**src/rtl/hdlc_rx_pkg.sv**
```systemverilog
package hdlc_rx_pkg;

  // Outcome reported on the final beat of a frame; exactly one bit set.
  typedef struct packed {
    logic short_len;  // bit 3
    logic aborted;    // bit 2
    logic crc_bad;    // bit 1
    logic good;       // bit 0
  } rx_stat_t;

endpackage

```
**src/rtl/hdlc_rx_linecode.sv**
```systemverilog
// Classifies each strobed line bit: flag, abort, stuffed zero, or data bit.
module hdlc_rx_linecode #(
  parameter int FLAG_ONES = 6
) (
  input  logic clk,
  input  logic rst_n,
  input  logic bit_en,
  input  logic rx_bit,
  output logic ev_flag,
  output logic ev_abort,
  output logic ev_push
);
  localparam int RUN_MAX = FLAG_ONES + 1;
  localparam int RW      = $clog2(RUN_MAX + 1);

  logic [RW-1:0] run_q, run_d;
  logic          infr_q, infr_d;
  logic          at_flag_run, at_stuff_run;

  always_comb begin
    at_flag_run  = (run_q == RW'(FLAG_ONES));
    at_stuff_run = (run_q == RW'(FLAG_ONES - 1));
    ev_flag  = bit_en & ~rx_bit & at_flag_run;
    ev_abort = bit_en & rx_bit & at_flag_run & infr_q;
    ev_push  = bit_en & infr_q & ~at_flag_run & ~(~rx_bit & at_stuff_run);
    run_d  = run_q;
    infr_d = infr_q;
    if (bit_en) begin
      if (!rx_bit)                    run_d = '0;
      else if (run_q != RW'(RUN_MAX)) run_d = run_q + 1'b1;
      if (ev_flag)       infr_d = 1'b1;
      else if (ev_abort) infr_d = 1'b0;
    end
  end

  // Run counter starts saturated so a flag needs a real leading zero.
  always_ff @(posedge clk or negedge rst_n) begin
    if (!rst_n) begin
      run_q  <= RW'(RUN_MAX);
      infr_q <= 1'b0;
    end else begin
      run_q  <= run_d;
      infr_q <= infr_d;
    end
  end

endmodule

```
**src/rtl/hdlc_rx_flagdelay.sv**
```systemverilog
// Holds the newest DEPTH destuffed bits so flag bits never reach the bytes.
module hdlc_rx_flagdelay #(
  parameter int DEPTH = 7
) (
  input  logic clk,
  input  logic rst_n,
  input  logic clr,
  input  logic push,
  input  logic din,
  output logic dout_vld,
  output logic dout
);
  localparam int NW = $clog2(DEPTH + 1);

  logic [DEPTH-1:0] line_q, line_d;
  logic [NW-1:0]    cnt_q, cnt_d;

  always_comb begin
    dout_vld = push & (cnt_q == NW'(DEPTH));
    dout     = line_q[0];
    line_d   = push ? {din, line_q[DEPTH-1:1]} : line_q;
    cnt_d    = cnt_q;
    if (clr)                               cnt_d = '0;
    else if (push && cnt_q != NW'(DEPTH))  cnt_d = cnt_q + 1'b1;
  end

  always_ff @(posedge clk or negedge rst_n) begin
    if (!rst_n) cnt_q <= '0;
    else        cnt_q <= cnt_d;
  end

  always_ff @(posedge clk) begin
    line_q <= line_d;
  end

endmodule

```
**src/rtl/hdlc_rx_crc.sv**
```systemverilog
// Reflected serial check register, first bit in at bit 0.
module hdlc_rx_crc #(
  parameter int           W    = 16,
  parameter logic [W-1:0] POLY = 16'h8408,
  parameter logic [W-1:0] INIT = 16'hFFFF
) (
  input  logic         clk,
  input  logic         rst_n,
  input  logic         clr,
  input  logic         en,
  input  logic         din,
  output logic [W-1:0] crc
);
  logic [W-1:0] crc_d;
  logic         fb;

  always_comb begin
    fb    = crc[0] ^ din;
    crc_d = crc;
    if (clr)     crc_d = INIT;
    else if (en) crc_d = {1'b0, crc[W-1:1]} ^ (fb ? POLY : '0);
  end

  always_ff @(posedge clk or negedge rst_n) begin
    if (!rst_n) crc <= INIT;
    else        crc <= crc_d;
  end

endmodule

```
**src/rtl/hdlc_rx_framer.sv**
```systemverilog
// Byte assembly, check-byte holdback and end-of-frame reporting.
module hdlc_rx_framer
  import hdlc_rx_pkg::*;
#(
  parameter int               DATA_W   = 8,
  parameter int               HOLD_MAX = 3,
  parameter int               CRC_W    = 16,
  parameter logic [CRC_W-1:0] CRC_GOOD = 16'hF0B8
) (
  input  logic              clk,
  input  logic              rst_n,
  input  logic              crc_en,
  input  logic              bit_vld,
  input  logic              bit_val,
  input  logic              close_ev,
  input  logic              abort_ev,
  input  logic [CRC_W-1:0]  crc_val,
  output logic              out_valid,
  output logic [DATA_W-1:0] out_data,
  output logic              out_last,
  output rx_stat_t          out_stat
);
  localparam int BW = $clog2(DATA_W);
  localparam int HW = $clog2(HOLD_MAX + 1);

  logic [DATA_W-1:0] sh_q, sh_d, byte_nx;
  logic [BW-1:0]     bpos_q, bpos_d;
  logic [DATA_W-1:0] hold_q [HOLD_MAX];
  logic [DATA_W-1:0] hold_d [HOLD_MAX];
  logic [HW-1:0]     hc_q, hc_d, depth;
  logic              seen_q, seen_d;
  logic              ov, ol;
  logic [DATA_W-1:0] od;
  rx_stat_t          ost;

  always_comb begin
    depth   = crc_en ? HW'(HOLD_MAX) : HW'(1);
    byte_nx = {bit_val, sh_q[DATA_W-1:1]};
    sh_d    = sh_q;
    bpos_d  = bpos_q;
    hold_d  = hold_q;
    hc_d    = hc_q;
    seen_d  = seen_q;
    ov      = 1'b0;
    ol      = 1'b0;
    od      = '0;
    ost     = '0;
    if (close_ev || abort_ev) begin
      if (seen_q) begin
        ov = 1'b1;
        ol = 1'b1;
        if (abort_ev)            ost.aborted = 1'b1;
        else if (hc_q != depth)  ost.short_len = 1'b1;
        else begin
          od = hold_q[0];
          if (bpos_q != '0)                      ost.short_len = 1'b1;
          else if (crc_en && crc_val != CRC_GOOD) ost.crc_bad  = 1'b1;
          else                                   ost.good     = 1'b1;
        end
      end
      bpos_d = '0;
      hc_d   = '0;
      seen_d = 1'b0;
    end else if (bit_vld) begin
      seen_d = 1'b1;
      sh_d   = byte_nx;
      if (bpos_q == BW'(DATA_W - 1)) begin
        bpos_d = '0;
        if (hc_q == depth) begin
          ov = 1'b1;
          od = hold_q[0];
          for (int i = 0; i < HOLD_MAX - 1; i++) begin
            if (HW'(i) < depth - 1'b1) hold_d[i] = hold_q[i+1];
          end
          hold_d[depth - 1'b1] = byte_nx;
        end else begin
          hold_d[hc_q] = byte_nx;
          hc_d         = hc_q + 1'b1;
        end
      end else begin
        bpos_d = bpos_q + 1'b1;
      end
    end
  end

  always_ff @(posedge clk or negedge rst_n) begin
    if (!rst_n) begin
      bpos_q    <= '0;
      hc_q      <= '0;
      seen_q    <= 1'b0;
      out_valid <= 1'b0;
      out_last  <= 1'b0;
      out_data  <= '0;
      out_stat  <= '0;
    end else begin
      bpos_q    <= bpos_d;
      hc_q      <= hc_d;
      seen_q    <= seen_d;
      out_valid <= ov;
      out_last  <= ol;
      out_data  <= od;
      out_stat  <= ost;
    end
  end

  always_ff @(posedge clk) begin
    sh_q   <= sh_d;
    hold_q <= hold_d;
  end

endmodule

```
**src/rtl/hdlc_frame_rx.sv**
```systemverilog
module hdlc_frame_rx
  import hdlc_rx_pkg::*;
#(
  parameter int               DATA_W    = 8,
  parameter int               CRC_W     = 16,
  parameter logic [CRC_W-1:0] CRC_POLY  = 16'h8408,
  parameter logic [CRC_W-1:0] CRC_INIT  = 16'hFFFF,
  parameter logic [CRC_W-1:0] CRC_GOOD  = 16'hF0B8,
  parameter int               FLAG_ONES = 6
) (
  input  logic              clk,
  input  logic              rst_n,
  input  logic              bit_en,
  input  logic              rx_bit,
  input  logic              crc_en,
  output logic              out_valid,
  output logic [DATA_W-1:0] out_data,
  output logic              out_last,
  output logic [3:0]        out_status
);
  localparam int HOLD_MAX = CRC_W / DATA_W + 1;
  localparam int DELAY    = FLAG_ONES + 1;

  logic             ev_flag, ev_abort, ev_push;
  logic             cb_vld, cb_val;
  logic [CRC_W-1:0] crc_val;
  rx_stat_t         stat;

  hdlc_rx_linecode #(.FLAG_ONES(FLAG_ONES)) u_line (
    .clk(clk), .rst_n(rst_n), .bit_en(bit_en), .rx_bit(rx_bit),
    .ev_flag(ev_flag), .ev_abort(ev_abort), .ev_push(ev_push)
  );

  hdlc_rx_flagdelay #(.DEPTH(DELAY)) u_dly (
    .clk(clk), .rst_n(rst_n), .clr(ev_flag | ev_abort), .push(ev_push),
    .din(rx_bit), .dout_vld(cb_vld), .dout(cb_val)
  );

  hdlc_rx_crc #(.W(CRC_W), .POLY(CRC_POLY), .INIT(CRC_INIT)) u_crc (
    .clk(clk), .rst_n(rst_n), .clr(ev_flag | ev_abort), .en(cb_vld),
    .din(cb_val), .crc(crc_val)
  );

  hdlc_rx_framer #(
    .DATA_W(DATA_W), .HOLD_MAX(HOLD_MAX), .CRC_W(CRC_W), .CRC_GOOD(CRC_GOOD)
  ) u_frm (
    .clk(clk), .rst_n(rst_n), .crc_en(crc_en), .bit_vld(cb_vld),
    .bit_val(cb_val), .close_ev(ev_flag), .abort_ev(ev_abort),
    .crc_val(crc_val), .out_valid(out_valid), .out_data(out_data),
    .out_last(out_last), .out_stat(stat)
  );

  assign out_status = stat;

endmodule

```
**config.mk**
```make
export PLATFORM = sky130hd
export DESIGN_NAME = hdlc_frame_rx
export DESIGN_NICKNAME = d
export VERILOG_FILES = /design/src/rtl/hdlc_rx_pkg.sv /design/src/rtl/hdlc_rx_linecode.sv /design/src/rtl/hdlc_rx_flagdelay.sv /design/src/rtl/hdlc_rx_crc.sv /design/src/rtl/hdlc_rx_framer.sv /design/src/rtl/hdlc_frame_rx.sv
export SDC_FILE = /design/constraint.sdc
export NUM_CORES = 1
export LEC_CHECK = 0
export ABC_AREA = 0
export BUFFER_PORTS_ARGS = -buffer_cell sky130_fd_sc_hd__buf_2
export CAP_MARGIN = 20
export CORE_MARGIN = 8
export CORE_UTILIZATION = 54
export DETAILED_ROUTE_END_ITERATION = 7
export HOLD_SLACK_MARGIN = 0.12
export PLACE_DENSITY = 0.75
export SLEW_MARGIN = 20
export SYNTH_ARGS = -nofsm -noshare
export SYNTH_HDL_FRONTEND = slang
export SYNTH_SLANG_ARGS = --single-unit
```
**constraint.sdc**
```tcl
create_clock -name clk -period 2.4 [get_ports clk]
set_clock_uncertainty 0.1 [all_clocks]
set_input_delay 0.36 -clock clk [delete_from_list [all_inputs] [get_ports clk]]
set_output_delay 0.36 -clock clk [all_outputs]
set_load 0.02 [all_outputs]
```
After elaboration in Yosys (flattened, before gate mapping)
Index checks and enable logic that the tools add are counted.
W data, S select, Z words.
{"block": "op_classes", "add_sub_neg": 5, "magnitude_cmp": 6, "n_eq_ne": 11, "muxes": 60, "bitwise_logic": 19, "n_reduce_logical": 16}
{"cell": "$mux W8", "n": 19}
{"cell": "$bwmux W24", "n": 2}
{"cell": "$mux W16", "n": 3}
{"cell": "$demux W8 S2", "n": 2}
{"cell": "$mux W24", "n": 1}
{"cell": "$mux W3", "n": 7}
{"cell": "$mux W1", "n": 16}
{"cell": "$mux W2", "n": 8}
{"cell": "$ne A16 B16 Y1 const B", "n": 1}
{"cell": "$xor A15 B16 Y16", "n": 1}
{"cell": "$eq A3 B3 Y1 const B", "n": 4}
{"cell": "$and A1 B1 Y1", "n": 10}
{"cell": "$reduce_bool A2 Y1", "n": 5}
{"cell": "$add A3 B1 Y3 const B", "n": 3}
{"cell": "$mux W4", "n": 2}
{"cell": "$ge A3 B3 Y1 const B", "n": 2}
{"cell": "$lt A3 B1 Y1 const B", "n": 2}
{"cell": "$ne A3 B3 Y1 const B", "n": 2}
{"cell": "$not A2 Y3", "n": 2}
{"cell": "$reduce_and A2 Y1", "n": 3}
{"cell": "$reduce_and A3 Y1", "n": 2}
{"cell": "$logic_and A1 B1 Y1", "n": 4}
{"cell": "$lt A1 B2 Y1 const A", "n": 2}
{"cell": "$ne A2 B1 Y1 const B", "n": 2}
{"cell": "9 further kinds", "n": 12}
{"block": "totals", "ff_bits": 82, "output_inout_bits": 14, "word_cells": 136}

Logic depth before layout (Yosys ltp)
Gate-level depths: netlist of run 1.
{"block": "logic_depth", "word_depth": 10, "depth_mapped": 8}

Modules after synthesis
Synthesis of run 1 repeated with hierarchy kept, for this count alone.
{"block": "unflattened", "cells_unflattened": 285, "hier_area_um2": 3589.7}
{"module": "hdlc_rx_framer", "n_inst": 1, "cells_per_inst": 177, "area_each_um2": 2163.3, "seq_area_each_um2": 1431.4}
{"module": "hdlc_rx_crc", "n_inst": 1, "cells_per_inst": 56, "area_each_um2": 740.7, "seq_area_each_um2": 420.4}
{"module": "hdlc_rx_flagdelay", "n_inst": 1, "cells_per_inst": 23, "area_each_um2": 401.6, "seq_area_each_um2": 285.3}
{"module": "hdlc_rx_linecode", "n_inst": 1, "cells_per_inst": 28, "area_each_um2": 277.8, "seq_area_each_um2": 103.8}
{"module": "hdlc_frame_rx", "n_inst": 1, "cells_per_inst": 1, "area_each_um2": 6.3, "seq_area_each_um2": 0.0}

Worst setup path after synthesis of run 1
No wires, ideal clock.
{"block": "synth_timing", "path_kind": "reg-to-reg", "from": "register u_line.run_q[0]", "to": "register u_frm.hold_q[16] in the netlist's numbering, enable pin", "setup_time_ps": 370, "arrival_ps": 2022, "path_slack_ps": -93, "path_stages_with_launch": 7, "n_path_buf": 1, "synth_period_minus_slack_ps": 2493, "cell_sequence": "dfstp_2 inv_1 ha_1 and2_4 or4_4 buf_6 nor2_1"}
{"block": "synth_between", "elab_chain_cells": 6}
{"element": "from (decl)", "line_no": "hdlc_rx_linecode.sv:16", "text": "logic [RW-1:0] run_q, run_d;"}
{"element": "from (signal assigned)", "line_no": "hdlc_rx_linecode.sv:39", "text": "run_q <= RW'(RUN_MAX);"}
{"element": "from (signal assigned)", "line_no": "hdlc_rx_linecode.sv:42", "text": "run_q <= run_d;"}
{"element": "$eq A3 B3 Y1 (on tied branches)", "line_no": "hdlc_rx_linecode.sv:21, hdlc_rx_linecode.sv:22"}
{"element": "$not A1 Y1, or another cell as far along", "line_no": "hdlc_rx_linecode.sv:25", "text": "ev_push = bit_en & infr_q & ~at_flag_run & ~(~rx_bit & at_stuff_run);"}
{"element": "$and A1 B1 Y1, or another cell as far along", "line_no": "hdlc_rx_linecode.sv:25"}
{"element": "$and A1 B1 Y1 / $logic_or A1 B1 Y1 (equally long branches)", "line_no": "hdlc_rx_linecode.sv:25, hdlc_rx_framer.sv:48"}
{"element": "$and A1 B1 Y1 / $not A1 Y1 (equally long branches)"}
{"element": "$reduce_and A3 Y1 (no line) (*)"}
{"element": "to (signal assigned)", "line_no": "hdlc_rx_framer.sv:108", "text": "hold_q <= hold_d;"}
{"element": "to (decl)", "line_no": "hdlc_rx_framer.sv:28", "text": "logic [DATA_W-1:0] hold_q [HOLD_MAX];"}
Every way passes the cells marked *; elsewhere a longest branch is shown, timed or not.
A chain may end at the register's enable or synchronous reset.

Final worst setup path of run 1
{"block": "layout_timing", "from": "register u_line.run_q[0]", "to": "register u_frm.hold_q[12] in the netlist's numbering, enable pin"}
Same word-level chain as after synthesis.

==> flow_summary.yaml, run 1 <==
synth:
  ys_warn_count: 0
  synth_area_per_cell_um2: 12.44
  synth.distinct_cells: 42
  synth.yosys.seq_area_share_pct: 65.51
  async_reset_ff_share_pct: 53.09
  ys.flop_type: "edfxtp_1"
  synth_seq_cells: 81
  synth_fp_nets: 292
  synth_cells: 275
  synth-edff-count: 38
  syn_area_um2: 3421
cts:
  cts_tree: "yes"
  cts-root-buf: "clkbuf_8"
  numCtsBuffers: 9
  htreeDepth: 3
  clock_latency_ns: 0.34
  clkTransAtPathRegs_ns: 0.07
  cts.sinks: 81
  cts_buffer_depth: 2
finish:
  final_area_um2: 3819
  final_cell_mix: "47 x nand2_1, 38 x edfxtp_1, 24 x dfrtp_1"
  diodes: 0
  fin_nets: 321
  drive_gt1_share_pct: 23.62
  area_growth_pct: 11.63
  nFillCells: 504
  final-instance-count-excl-fill: 386
  layout_commonest_cell: "nand2_1"
floorplan:
  pin_count: 19
  die_area_um2: 9137
  coreArea_um2: 6241
  initial_core_util_pct: 54.81
  rows: 29
  die_h_um: 95.59
  dieWidth_um: 95.59
global_routing:
  grtUsageTotal_pct: 13.75
  grt_max_degree: 44
  grt_pass1_vias: 2024
  grt-ovfl-total: 0
  globalRouteMet1Util_pct: 17.23
  grt_pass1_wl_um: 9549
  top_usage_layer: "met2"
  grt_use_met3_pct: 5.197
  antenna_found_initial: 0
  grt_util_met2_pct: 20.86
timing:
  max_freq_mhz: 429.1
  drv_slew: 0
  setup_violations: 0
  timing.final.crit_share_pct: 97.09
  fin_setup_tns_ns: 0
  grt_setup_unrepaired: "yes"
  slew_headroom_pct: 64.53
  final_hold_viol_count: 0
  fin_crit_ns: 2.330
  worst_pin_slew_ns: 0.5297
worst_hold_path:
  hp-class: "in -> reg"
place:
  postPlaceCellArea_um2: 3642
  placed_cells: 369
  io_buffers: 18
  post-dp-hpwl_um: 3956
  place_congestion: 0.7780
setup_path:
  critical_path.max_fanout: 8
  rrSetupSlack_ns: 0.07
  crit_start: "u_line.run_q[0]"
  crit_buf_inv: 1
  slowest_delay_ns: 0.57
  critPathKind: "reg -> reg"
  cp-start-kind: "flip-flop"
  r2r_cells: 5
  arrival_ns: 2.27
  critical_path.slowest_cell: "dfstp_2"
  path_depth: 5
  reg2reg_to: "u_frm.hold_q[12]"
  critical_path.endpoint: "u_frm.hold_q[12]"
  worstPathCellList: "inv_1 -> ha_1 -> and2_4 -> or4_4 -> o21ba_2"
  cp-end-kind: "flip-flop"
  r2r_start: "u_line.run_q[0]"
  critical_path.top_delay_family: "simple AND/OR/NAND/NOR gates"
  cp.required_ns: 2.34
drt:
  totalWireLength_um: 5669
  viasPerCell: 5.433
  drtIter0Drc: 140
  wl_per_cell_um: 14.69
  drc: 0
  firstDrtPassIters: 5
  antenna_left: 0
  route.vias.total: 2097
power:
  p_leak_uw: 0.001546
  pwr_density_cell_nw_per_um2: 742.6
  p_total_uw: 2836
  ir_drop_v: 0.0005515
job:
  drv_cap: 0
run_status:
  outcome: "finished, final reports clean"
## cells by family after synthesis
kind of cell             synth area share [%]
multiplexers                           0.2926
adder cells (fa/ha/maj)                 4.389
AND/OR/NAND/NOR                         15.14
buffers and inverters                   2.561
AO/OA/AOI/OAI                           11.08
XOR/XNOR                                1.024
flip-flops                              65.51
## power by group
group / leakage (µW) / internal (µW) / switching [µW]
sequential: 0.000828 / 1640 / 99.4
clock: 0.0000753 / 372 / 456
combinational: 0.000642 / 126 / 147
total: 0.00155 / 2130 / 702
## sequential cells by signal, indices dropped and copies added (netlist names)
register / cells
u_crc.crc: 16
u_dly.cnt_q: 3
u_dly.line_q: 7
u_frm.bpos_q: 3
u_frm.hc_q: 2
u_frm.hold_q: 24
u_frm.out_data: 8
u_frm.out_last: 1
u_frm.out_stat: 4
u_frm.out_valid: 1
u_frm.seen_q: 1
u_frm.sh_q: 7
u_line.infr_q: 1
u_line.run_q: 3
## metrics by stage
step / util [%] / setup WS [ns] / hold slack (ns)
after global placement: 58.36 / 0.09233 / 0.3079
after detailed placement: 58.36 / 0.07092 / 0.3122
after CTS: 61.15 / 0.05718 / 0.1845
final: 61.19 / 0.06979 / 0.2124
after floorplan: - / 0.03560 / -0.03559
after global routing: 61.19 / -0.005301 / 0.2154
## cells in the mapped netlist (8+ instances only)
library cell	number	area (µm²)
nand2_1	47	176.4
dfstp_2	19	499.2
edfxtp_1	38	1141
o21ai_0	17	85.08
a22o_1	16	140.1
nor2b_1	10	62.56
and2_1	11	68.82
ha_1	12	150.1
o21ai_1	8	40.04
dfrtp_1	24	600.6
nor2_1	9	33.78
## worst min-delay path by stage
| stage | end | depth (start not counted) | start |
|---|---|---|---|
| 6_report | u_line.run_q[1] | 2 | bit_en |
| 5_1_grt | u_line.run_q[1] | 2 | bit_en |
| 4_1_cts | u_line.run_q[0] | 2 | bit_en |
| 3_5_place_dp | u_dly.line_q[5] | 0 | u_dly.line_q[6] |
| 3_3_place_gp | u_dly.line_q[5] | 0 | u_dly.line_q[6] |
| 2_1_floorplan | u_dly.cnt_q[0] | 0 | rst_n |
## layer usage
layer,wire length (µm),vias to the layer above
met4,110,0
li1,-,1031
met2,2550,45
met5,0,-
met3,277,10
met1,2729,1011
## cell type report
cell class | instances | area [µm²] | share of cell area, %
sequential | 81 | 2241 | 58.68
multi-input combinational | 175 | 1100 | 28.80
timing repair buffer | 29 | 187.7 | 4.915
clock buffer | 11 | 131.4 | 3.440
tap | 77 | 96.34 | 2.523
clock inverter | 5 | 32.53 | 0.8519
inverter | 8 | 30.03 | 0.7864
## timing repair
action | in CTS | in global routing
gates resized for setup | 0 | 1
buffers inserted | 0 | 0
hold buffers | 1 | 0
endpoints found under the hold margin | 24 | 0
setup endpoints to repair | 0 | 14
Note: power is estimated with default switching activity, not from simulation.
==> run 2: changes to the inputs <==
--- a/config.mk
+++ b/config.mk
@@ -8,6 +8,7 @@
 export ABC_AREA = 0
 export BUFFER_PORTS_ARGS = -buffer_cell sky130_fd_sc_hd__buf_2
 export CAP_MARGIN = 20
+export CORE_ASPECT_RATIO = 1.1
 export CORE_MARGIN = 8
 export CORE_UTILIZATION = 54
 export DETAILED_ROUTE_END_ITERATION = 7
==> run 2 against run 1 <==
  * Combinational power about the same
  * Sequential share of layout area down 1.1 points
  * Sequential power about the same
  * Via count up 1.8%
  * Register-to-register slack worse by 0.03 ns
  * Die area about the same
  * Worst setup slack worse by 0.030 ns
  * Clock power up 49%
  * Total power up 14%
==> flow_summary.yaml, run 2 (synthesized netlist as in run 1, its figures left out) <==
run_status:
  outcome: "finished, final reports clean"
timing:
  drv_slew: 0
  fin_crit_ns: 2.360
  slew_headroom_pct: 41.47
  worst_pin_slew_ns: 0.8780
  grt_setup_unrepaired: "yes"
  timing.final.crit_share_pct: 98.34
  setup_violations: 0
  max_freq_mhz: 423.7
  final_hold_viol_count: 0
drt:
  drtIter0Drc: 120
  drc: 0
  viasPerCell: 5.503
  totalWireLength_um: 6192
  route.vias.total: 2135
  firstDrtPassIters: 4
  antenna_left: 0
  wl_per_cell_um: 15.96
place:
  place_congestion: 0.7706
  post-dp-hpwl_um: 4028
  postPlaceCellArea_um2: 3626
  io_buffers: 18
power:
  p_total_uw: 3236
  pwr_density_cell_nw_per_um2: 831.7
  net-switching-power_uw: 770.9
  combPwrFrac_pct: 8.5
  clkPwrFrac_pct: 37.9
  power_frac_seq_pct: 53.6
  ir_drop_v: 0.0004036
  p_int_uw: 2465
  p_leak_uw: 0.001583
  swShare_pct: 23.82
worst_hold_path:
  hp-class: "in -> reg"
finish:
  fin_nets: 320
  nFillCells: 461
  largest_register_ffs: 24
  layout_commonest_cell: "nand2_1"
  regMostFlops: "u_frm.hold_q"
  area_growth_pct: 13.75
  final_cell_mix: "47 x nand2_1, 38 x edfxtp_1, 24 x dfrtp_1"
  diodes: 0
  reg_top3: "u_frm.hold_q x24, u_crc.crc x16, u_frm.out_data x8"
  final_util_pct: 63.21
  final_area_um2: 3891
  drive_gt1_share_pct: 23.70
setup_path:
  cp-start-kind: "flip-flop"
  arrival_ns: 2.32
  critical_path.top_delay_family: "simple AND/OR/NAND/NOR gates"
  crit_buf_inv: 1
  critical_path.slowest_cell: "dfstp_2"
  critical_path.max_fanout: 8
  critPathKind: "reg -> reg"
  cp.required_ns: 2.36
  slowest_delay_ns: 0.58
  worstPathCellList: "inv_1 -> ha_1 -> and2_4 -> or4_4 -> o21ba_2"
  cp-end-kind: "flip-flop"
floorplan:
  die_area_um2: 9140
  die_h_um: 99.48
  initial_core_util_pct: 55.57
  coreArea_um2: 6156
  rows: 30
  pin_count: 19
  dieWidth_um: 91.89
cts:
  clkTransAtPathRegs_ns: 0.09
  numCtsBuffers: 9
  clock_latency_ns: 0.36
  cts_tree: "yes"
  cts-root-buf: "clkbuf_8"
  htreeDepth: 3
  cts.sinks: 81
  cts_buffer_depth: 2
global_routing:
  grt-ovfl-total: 0
  grtUsageTotal_pct: 14.79
  grt_max_degree: 42
  antenna_found_initial: 0
  grt_pass1_wl_um: 10640
  grt_pass1_vias: 2172
job:
  drv_cap: 0
## run 2: layout make-up
class	instances	area, µm²	share of cell area (%)
clock inverters	7	126.4	3.248
flip-flops and latches	81	2241	57.59
clock buffers	9	123.9	3.183
well taps	80	100.1	2.572
inverters	8	30.03	0.7717
multi-input cells	175	1102	28.33
repair buffers	28	167.7	4.309
## run 2: power by group through the flow
stage          Sequential [µW]  Combinational [µW]  Clock (µW)
2_1_floorplan             1730                 207           0
3_3_place_gp              1750                 256           0
3_5_place_dp              1760                 273           0
4_1_cts                   1740                 279        1240
5_1_grt                   1760                 320        1300
6_report                  1740                 275        1230
## run 2: metrics by stage
stage          hold slack (ns)  worst slack, ns  cells  TNS [ns]
2_1_floorplan         -0.03559          0.03560    275         0
3_3_place_gp            0.3059          0.09874    371         0
3_5_place_dp            0.3077          0.03772    371         0
4_1_cts                 0.1633          0.02431    388         0
5_1_grt                 0.1841         -0.03374    388   -0.4777
6_report                0.1963          0.03979    388         0
## run 2: timing repair
action                                  CTS  global route
resized for setup                         0             1
endpoints found under the setup margin    0            24
setup buffers                             0             0
endpoints found under the hold margin    24             0
hold buffers                              1             0
## run 2: worst register-to-register path, stage by stage, from the launching register on
cell and delay, ns:
dfstp_2 0.58, inv_1 0.07, ha_1 0.20, and2_4 0.17, or4_4 0.56, o21ba_2 0.38
## run 2: final timing paths
check                                   to  slack [ns]  cells after the start             from
max                        u_frm.hold_q[9]        0.04                      5  u_line.run_q[0]
min                        u_line.run_q[0]        0.20                      2           bit_en
max reg2reg                u_frm.hold_q[9]        0.04                      5  u_line.run_q[0]
min reg2reg                u_dly.line_q[0]        0.33                      0  u_dly.line_q[1]
max in group asynchronous     u_crc.crc[2]        0.96                      3            rst_n
min in group asynchronous    u_frm.hc_q[0]        0.56                      2            rst_n
## run 2: routing by layer
metal / vias to the layer above / wire (µm) / global-route usage, %
met4: 0 / 111 / 6.079
met1: 1042 / 2808 / 18.42
li1: 1027 / - / -
met3: 12 / 387 / 5.426
met5: - / 0 / 0
met2: 54 / 2885 / 22.69
==> run 3: changes to the inputs <==
--- a/config.mk
+++ b/config.mk
@@ -14,6 +14,7 @@
 export DETAILED_ROUTE_END_ITERATION = 7
 export HOLD_SLACK_MARGIN = 0.12
 export PLACE_DENSITY = 0.75
+export SETUP_SLACK_MARGIN = 0.15
 export SLEW_MARGIN = 20
 export SYNTH_ARGS = -nofsm -noshare
 export SYNTH_HDL_FRONTEND = slang
==> run 3 against run 2 <==
  * Via count decreased by 2.1%
  * Design area grew 1.2%
  * Maximum frequency rose by 7.2%
  * Utilization increased by 0.73 points
  * Worst hold slack got worse by 0.028 ns
  * Largest cell class unchanged
==> flow_summary.yaml, run 3 (synthesized netlist as in run 1, its figures left out) <==
run_status:
  outcome: "finished, final reports clean"
floorplan:
  rows: 30
  initial_core_util_pct: 55.57
  pin_count: 19
  coreArea_um2: 6156
  die_h_um: 99.48
  dieWidth_um: 91.89
  die_area_um2: 9140
setup_path:
  cp-end-kind: "flip-flop"
  cp-start-kind: "flip-flop"
  cp.required_ns: 2.37
  rrSetupSlack_ns: 0.20
  arrival_ns: 2.17
  critPathKind: "reg -> reg"
  critical_path.max_fanout: 8
  r2r_start: "u_line.run_q[1]"
  crit_start: "u_line.run_q[1]"
timing:
  final_hold_viol_count: 0
  hold_ws_ns: 0.1683
  worst_pin_slew_ns: 0.9132
  max_freq_mhz: 454.3
  timing.final.crit_share_pct: 91.71
  fin_setup_tns_ns: 0
  drv_slew: 0
  setup_violations: 0
  fin_crit_ns: 2.201
  worst_slack_ns: 0.1990
  grt_setup_unrepaired: "no"
  slew_headroom_pct: 39.12
global_routing:
  grt_max_degree: 44
  grt-ovfl-total: 0
  antenna_found_initial: 0
  grt_pass1_vias: 2140
  grtUsageTotal_pct: 14.74
  grt_pass1_wl_um: 10570
finish:
  final_cell_mix: "47 x nand2_1, 38 x edfxtp_1, 24 x dfrtp_1"
  diodes: 0
  fin_nets: 320
  layout_commonest_cell: "nand2_1"
  final_area_um2: 3936
  largest_register_ffs: 24
  reg_top3: "u_frm.hold_q x24, u_crc.crc x16, u_frm.out_data x8"
  area_growth_pct: 15.07
  regMostFlops: "u_frm.hold_q"
  drive_gt1_share_pct: 25.00
  nFillCells: 447
drt:
  drtIter0Drc: 178
  drc: 0
  viasPerCell: 5.389
  firstDrtPassIters: 4
  wl_per_cell_um: 15.69
  antenna_left: 0
  route.vias.total: 2091
  totalWireLength_um: 6088
place:
  dpl_worst_slack_ns: 0.1640
  post-dp-hpwl_um: 4017
  io_buffers: 18
  place_congestion: 0.7874
  postPlaceCellArea_um2: 3642
cts:
  numCtsBuffers: 9
  cts.sinks: 81
  clock_latency_ns: 0.36
  clkTransAtPathRegs_ns: 0.08
  htreeDepth: 3
  cts-root-buf: "clkbuf_8"
  cts_tree: "yes"
  cts_buffer_depth: 2
power:
  pwr_density_cell_nw_per_um2: 842.1
  p_leak_uw: 0.001598
  ir_drop_v: 0.0004668
  p_total_uw: 3315
worst_hold_path:
  hp-class: "in -> reg"
  worstHoldStart: "bit_en"
job:
  drv_cap: 0
## run 3: area by class of cell
class | instances | area [µm²] | share of cell area [%]
Sequential cell | 81 | 2241 | 56.93
Multi-Input combinational cell | 175 | 1129 | 28.67
Timing Repair Buffer | 28 | 171.4 | 4.355
Clock inverter | 7 | 141.4 | 3.592
Clock buffer | 9 | 123.9 | 3.147
Tap cell | 80 | 100.1 | 2.543
Inverter | 8 | 30.03 | 0.7629
## run 3: path summary, 6_finish.rpt
| kind | cells after the start | end |
|---|---|---|
| setup / recovery | 5 | u_frm.hold_q[11] |
| hold / removal | 2 | u_line.run_q[1] |
| setup reg to reg | 5 | u_frm.hold_q[11] |
| hold reg to reg | 0 | u_dly.line_q[1] |
| max in group asynchronous | 2 | u_dly.cnt_q[1] |
| min in group asynchronous | 2 | u_frm.out_stat[0] |
## run 3: worst max-delay path, stage by stage, from the launching register on
cell and delay, ns:
dfstp_2 0.57, inv_2 0.05, ha_2 0.16, and3b_4 0.18, or4_4 0.54, o21ba_4 0.32
## run 3: timing repair
| action | in CTS | in global routing |
|---|---|---|
| hold buffers | 1 | 0 |
| buffers inserted | 0 | 2 |
| hold endpoints to repair | 24 | 0 |
| setup endpoints to repair | 0 | 16 |
| resized for setup | 0 | 1 |
## run 3: power by group
part           switching (µW)  internal, µW  leakage, µW
clock network             500           799     0.000135
logic                     150           131     0.000634
registers                97.9          1640     0.000828
total                     749          2570      0.00160
## run 3: metrics by stage
stage	utilization [%]	std cells
CTS	63.64	386
floorplan	-	275
global placement	59.17	369
finish	63.94	388
detailed placement	59.17	369
global route	63.94	388
## run 3: layer usage
metal,up-vias,track usage [%],part of all wire [%]
li1,1028,-,-
met1,1011,17.89,44
met4,0,8.189,2.1
met2,41,23.13,49
met3,11,4.145,4.5
met5,-,0,0
